[src/rtl/nand_ecc_pkg.sv]
package nand_ecc_pkg;

  localparam int unsigned RESULT_W = 32;
  localparam int unsigned ODD_LSB  = 16;
  localparam int unsigned CODE_W   = 24;

  // Lanes of a DATA_W-bit byte whose index bit j equals sel.
  function automatic logic [7:0] lane_mask(input int unsigned j, input logic sel);
    logic [7:0] m;
    for (int unsigned k = 0; k < 8; k++) begin
      m[k] = (((k >> j) & 1) == 1) == sel;
    end
    return m;
  endfunction

endpackage

[src/rtl/ecc_col_parity.sv]
module ecc_col_parity #(
  parameter int unsigned DATA_W = 8,
  localparam int unsigned COL_W = $clog2(DATA_W)
) (
  input  logic [DATA_W-1:0] data_i,
  output logic [COL_W-1:0]  even_o,
  output logic [COL_W-1:0]  odd_o,
  output logic              byte_par_o
);
  import nand_ecc_pkg::*;

  for (genvar j = 0; j < COL_W; j++) begin : g_col
    assign even_o[j] = ^(data_i & lane_mask(j, 1'b0));
    assign odd_o[j]  = ^(data_i & lane_mask(j, 1'b1));
  end

  assign byte_par_o = ^data_i;
endmodule

[src/rtl/ecc_row_parity.sv]
module ecc_row_parity #(
  parameter int unsigned IDX_W = 9
) (
  input  logic             byte_par_i,
  input  logic [IDX_W-1:0] idx_i,
  output logic [IDX_W-1:0] even_o,
  output logic [IDX_W-1:0] odd_o
);
  for (genvar j = 0; j < IDX_W; j++) begin : g_row
    assign even_o[j] = byte_par_i & ~idx_i[j];
    assign odd_o[j]  = byte_par_i &  idx_i[j];
  end
endmodule

[src/rtl/ecc_sector_ctrl.sv]
module ecc_sector_ctrl #(
  parameter int unsigned SECTOR_BYTES = 512,
  localparam int unsigned IDX_W = $clog2(SECTOR_BYTES)
) (
  input  logic             clk_i,
  input  logic             rst_ni,
  input  logic             cfg_we_i,
  input  logic             cfg_clear_i,
  input  logic             cfg_enable_i,
  input  logic             cfg_wide_i,
  input  logic             valid_i,
  output logic             accept_o,
  output logic             clear_o,
  output logic [IDX_W-1:0] idx_o,
  output logic             done_o
);
  localparam logic [IDX_W-1:0] LAST = IDX_W'(SECTOR_BYTES - 1);

  logic             en_q, wide_q, done_q;
  logic [IDX_W-1:0] cnt_q;

  assign clear_o  = cfg_we_i & cfg_clear_i;
  assign accept_o = valid_i & en_q & ~done_q & ~cfg_we_i;
  assign idx_o    = wide_q ? {cnt_q[0], cnt_q[IDX_W-1:1]} : cnt_q;
  assign done_o   = done_q;

  always_ff @(posedge clk_i or negedge rst_ni) begin
    if (!rst_ni) begin
      en_q   <= 1'b0;
      wide_q <= 1'b0;
      done_q <= 1'b0;
      cnt_q  <= '0;
    end else begin
      if (cfg_we_i) begin
        en_q   <= cfg_enable_i;
        wide_q <= cfg_wide_i;
      end
      if (clear_o) begin
        cnt_q  <= '0;
        done_q <= 1'b0;
      end else if (accept_o) begin
        cnt_q <= cnt_q + 1'b1;
        if (cnt_q == LAST) done_q <= 1'b1;
      end
    end
  end
endmodule

[src/rtl/nand_ecc_gen.sv]
module nand_ecc_gen #(
  parameter int unsigned DATA_W       = 8,
  parameter int unsigned SECTOR_BYTES = 512
) (
  input  logic        clk_i,
  input  logic        rst_ni,
  input  logic        cfg_we_i,
  input  logic        cfg_clear_i,
  input  logic        cfg_enable_i,
  input  logic        cfg_wide_i,
  input  logic        valid_i,
  input  logic [7:0]  data_i,
  output logic        done_o,
  output logic [31:0] result_o,
  output logic [23:0] code_o
);
  import nand_ecc_pkg::*;

  localparam int unsigned COL_W = $clog2(DATA_W);
  localparam int unsigned IDX_W = $clog2(SECTOR_BYTES);
  localparam int unsigned PAR_W = COL_W + IDX_W;

  logic             accept, clear;
  logic [IDX_W-1:0] idx;
  logic [COL_W-1:0] col_e, col_o;
  logic [IDX_W-1:0] row_e, row_o;
  logic             byte_par;
  logic [PAR_W-1:0] even_q, odd_q;

  ecc_sector_ctrl #(.SECTOR_BYTES(SECTOR_BYTES)) i_ctrl (
    .clk_i, .rst_ni, .cfg_we_i, .cfg_clear_i, .cfg_enable_i, .cfg_wide_i,
    .valid_i, .accept_o(accept), .clear_o(clear), .idx_o(idx), .done_o
  );

  ecc_col_parity #(.DATA_W(DATA_W)) i_col (
    .data_i(data_i[DATA_W-1:0]), .even_o(col_e), .odd_o(col_o), .byte_par_o(byte_par)
  );

  ecc_row_parity #(.IDX_W(IDX_W)) i_row (
    .byte_par_i(byte_par), .idx_i(idx), .even_o(row_e), .odd_o(row_o)
  );

  always_ff @(posedge clk_i or negedge rst_ni) begin
    if (!rst_ni) begin
      even_q <= '0;
      odd_q  <= '0;
    end else if (clear) begin
      even_q <= '0;
      odd_q  <= '0;
    end else if (accept) begin
      even_q <= even_q ^ {row_e, col_e};
      odd_q  <= odd_q  ^ {row_o, col_o};
    end
  end

  always_comb begin
    result_o = '0;
    result_o[PAR_W-1:0]               = even_q;
    result_o[ODD_LSB +: PAR_W]        = odd_q;
  end

  assign code_o = {result_o[27:24], result_o[11:8], result_o[23:16], result_o[7:0]};
endmodule

[config.mk]
export PLATFORM = sky130hd
export DESIGN_NAME = nand_ecc_gen
export DESIGN_NICKNAME = d
export VERILOG_FILES = /design/src/rtl/nand_ecc_pkg.sv /design/src/rtl/ecc_col_parity.sv /design/src/rtl/ecc_row_parity.sv /design/src/rtl/ecc_sector_ctrl.sv /design/src/rtl/nand_ecc_gen.sv
export SDC_FILE = /design/constraint.sdc
export NUM_CORES = 1
export LEC_CHECK = 0
export BUFFER_PORTS_ARGS = -buffer_cell sky130_fd_sc_hd__buf_2
export CORE_MARGIN = 2
export CORE_UTILIZATION = 50
export DETAILED_ROUTE_END_ITERATION = 12
export GPL_TIMING_DRIVEN = 0
export PLACE_DENSITY = 0.79
export SYNTH_ARGS = -nofsm -noshare
export SYNTH_HDL_FRONTEND = slang
export SYNTH_SLANG_ARGS = --single-unit
[constraint.sdc]
create_clock -name clk_i -period 2 [get_ports clk_i]
set_input_delay 0.6 -clock clk_i [delete_from_list [all_inputs] [get_ports clk_i]]
set_output_delay 0.6 -clock clk_i [all_outputs]
set_load 0.02 [all_outputs]
Yosys cells after proc, flatten, opt, wreduce, memory -nomap -nowiden --
Cells that the tools add are included.
Word-level totals: output and inout port bits 57, bits in registers 36
Cells by class: reductions and logical operators 10, equal/unequal tests 1, add/subtract/negate cells 1, bitwise logic cells 35, multiplexer cells 10
Operator list (count):
- 8-bit XOR reduction | 7
- 12-bit 2-to-1 mux | 4
- 9-bit 2-to-1 mux | 3
- 12-bit bitwise XOR | 2
- 1-bit bitwise AND | 22
- 1-bit inverter | 11
- 9-bit by 1-bit adder with 9-bit output (second input constant) | 1
- 9-bit equality test (second input constant) | 1
- 2-bit nonzero test | 2
- 1-bit 2-to-1 mux | 3
- 2-bit AND reduction | 1

Longest topological paths before layout --
depth in word-level cells 6, depth in mapped cells 7

Cells and area by module --
Synthesis repeated with hierarchy kept, for this count alone.
Unflattened totals: cell total of the unflattened synthesis 235, area total of the unflattened synthesis 2368.5 µm²
By module, submodules not included:
- nand_ecc_gen | times used 1, cells each 136, sequential area each 600.6 µm², area each 1432.6 µm²
- ecc_sector_ctrl | times used 1, cells each 65, sequential area each 300.3 µm², area each 683.2 µm²
- ecc_col_parity | times used 1, cells each 15, sequential area each 0.0 µm², area each 131.4 µm²
- ecc_row_parity | times used 1, cells each 19, sequential area each 0.0 µm², area each 121.4 µm²

Least setup slack after synthesis --
No wires, ideal clock.
kind input port to flip-flop, from input port data_i[2], to register even_q[10], data required time 1.860 ns, arrival time 1.733 ns, setup time 0.140 ns, path buffers 1, path slack 0.127 ns, stages 6, cell sequence xnor2_1 > xnor2_1 > xor2_1 > buf_2 > o311ai_0 > o41ai_1
On the way: longest elaborated chain between the ends 5
Ends and longest elaborated chain:
- from (decl) | line nand_ecc_gen.sv:12 | input logic [7:0] data_i,
- 8-bit XOR reduction | line ecc_col_parity.sv:17 | assign byte_par_o = ^data_i;
- 1-bit bitwise AND | line ecc_row_parity.sv:10 | assign even_o[j] = byte_par_i & ~idx_i[j];
- 12-bit bitwise XOR | line nand_ecc_gen.sv:51 | even_q <= even_q ^ {row_e, col_e};
- 12-bit 2-to-1 mux | line nand_ecc_gen.sv:50 | end else if (accept) begin
- 12-bit 2-to-1 mux | line nand_ecc_gen.sv:47 | end else if (clear) begin
- to (signal assigned) | line nand_ecc_gen.sv:51
- to (decl) | line nand_ecc_gen.sv:28 | logic [PAR_W-1:0] even_q, odd_q;
No other way between the ends. The select of a mux whose other input is x is not followed. A chain may end at the register's enable or synchronous reset.

Worst setup path after layout --
Ends and elaborated chain as after synthesis.

==> qor.yml <==
status: "complete, no violations"
critPathLaunchType: "input pin"
grt_pass1_wl_um: 8040
grt_overflow: 0
ys_ff_latch: 36
slew_viol_final: 0
grt_max_degree: 37
period_needed_ps: 1880
ys_types: 26
rows: 23
crit_type: "in2reg"
numCtsBuffers: 5
yosysSeqAreaShare: 0.421
antenna_found_initial: 0
vdd_drop_max_mv: 0.497
fmax_mhz: 532
syn_avg_cell_area_um2: 9.73
post-route-period-util: 0.940
die_area_mm2: 0.00482
cp-end-kind: "flip-flop"
maxCapViolCount: 0
num_vias: 1819
ys_warn_count: 0
cts_root_buffer: "clkbuf_8"
layout_setup_ws_ps: 120
finalSetupViolations: 0
netlist_area_mm2: 0.00214
layout.cells.non_filler: 348
worst-slew-pin-transition_ps: 788
rsz0062_at_grt: "false"
clock_skew_ps: 3.27
netlist_instances: 220
post_cts_buffers: 0
cts_tree: "built"
drive_above_1_share: 0.393
place_inst: 340
grtUsageTotal: 0.210
hold_path_class: "in2async"
syn2layout_area_growth_pct: 23.8
critPathArrivalTime_ps: 2040
die_x_um: 69.4
insertion_delay_ps: 290
holdBufCountCts: 0
layout_common_cells: "buf_2 (66), dfrtp_1 (36), buf_4 (32)"
dr.pass1.iters: 4
yosys.area.top_type: "dfrtp_1"
synth.area.top_cells: "dfrtp_1 (42%), buf_4 (11%), xnor2_1 (4.9%)"
gp_congestion: 0.835
start_util: 0.527
antenna_cells: 0
cp.required_ps: 2160
wl_per_cell_um: 13.2
fin_hold_ws_ps: 389
timing.slew.headroom: 0.474
dp_hpwl_um: 3340
reg2regPathDepth: 5
yosysTopAreaCellShare: 0.421
mostFrequentLayoutCell: "buf_2"
reg2reg_to: "even_q[10]"
port_buffers: 63
totalWireLength_um: 4600
cts_sinks: 36
grt_pass1_vias: 1736
reg2reg_slack_ps: 230
crit_fanout: 10
ant_nets: 0
core_mm2: 0.00406
fin_total_pwr_mw: 2.22
path_cells: "buf_2 > xnor2_1 > xnor2_1 > xor2_1 > buf_2 > o311ai_0 > o41ai_1"
crit_path_max_incr_delay_ps: 350
pre_cts_slack_ps: -218
r2r-start: "i_ctrl.done_o"
drt_iter0_drc: 84
io_pins: 72
cp_slowest_cell: "o311ai_0"
num-nets-final: 314
path_clk_slew_ps: 70
die_h_um: 69.4
finalHoldViolCount: 0
p_leak_nw: 1.37
utilization: 0.653
drc: 0
avgViaCountPerCell: 5.23
cp-startpoint: "data_i[2]"
clockBufferDepth: 2
powerDensity_mw_per_mm2: 836
h-tree-depth: 2
## Yosys cell counts
master,count
dfrtp_1,36
buf_4,32
nand2_1,24
nor2_1,13
o21ai_0,13
xnor2_1,12
a21oi_1,10
or3_1,10
mux2i_1,9
o311ai_0,9
o41ai_1,9
mux2_2,8
clkbuf_1,7
xor2_1,7
buf_2,3
nand3_1,3
nand4_1,3
and3_1,2
buf_6,2
ha_1,2
a31oi_1,1
and2_1,1
conb_1,1
inv_1,1
o22ai_1,1
xor2_2,1
## metrics by stage
stage / setup TNS, ps / area (um^2)
after floorplan: 0 / 2170
after global placement: -1690 / 2540
after CTS: 0 / 2630
after detailed placement: -2900 / 2540
final: 0 / 2650
after global routing: 0 / 2650
## sequential cells by signal, indices dropped and copies added (netlist names)
register       count
i_ctrl.done_o      1
i_ctrl.cnt_q       9
even_q            12
i_ctrl.wide_q      1
odd_q             12
i_ctrl.en_q        1
## routing by layer
layer  vias to the layer above  wire length [um]  GRT usage
li1                        888                 -          -
met1                       857              1880      0.257
met2                        66              2310      0.356
met3                         8               322     0.0567
met4                         0                87     0.0741
met5                         -                 0          0
## where the power goes
part	total (mW)	internal (mW)	switching (mW)
combinational	0.794	0.327	0.468
clock	0.535	0.281	0.254
sequential	0.886	0.808	0.0772
total	2.21	1.42	0.799
## cell type report
type                    instances  area, um^2
plain buffers                  44         304
clock buffers                   8        90.1
fillers                       350        1410
inverters                       1        3.75
multi-input cells             146         972
flip-flops and latches         36         901
well taps                      50        62.6
repair buffers                 63         315
## critical path, delay by kind of cell
kind,cells,cell delay (ps)
AO/OA/AOI/OAI,2,500
XOR/XNOR,3,610
buffers and inverters,2,330
## how the worst max path moves through the flow
stage / endpoint / depth (start not counted) / slack (ps)
floorplan: even_q[10] / 6 / 130
global placement: even_q[10] / 7 / -140
detailed placement: even_q[10] / 7 / -220
finish: even_q[10] / 7 / 120
global route: odd_q[8] / 8 / 10
CTS: even_q[10] / 7 / 100
## repair_timing
| item | 4_1_cts | 5_1_grt |
|---|---|---|
| gates resized for setup | 0 | 3 |
| hold endpoints to repair | 0 | 0 |
| setup endpoints to repair | 0 | 3 |
## kinds of logic (layout without fill, tap and decap cells)
logic type / Yosys count / in the layout / synth area share
compound gates: 43 / 43 / 0.133
mux: 17 / 17 / 0.0842
xor+xnor: 20 / 20 / 0.0854
simple gates: 56 / 56 / 0.119
flops: 36 / 36 / 0.421
fa+ha+maj: 2 / 2 / 0.0117
buf+inv: 45 / 116 / 0.144
other cells: 1 / 8 / 0.00175
No activity file was read; power rests on OpenSTA's default activity.
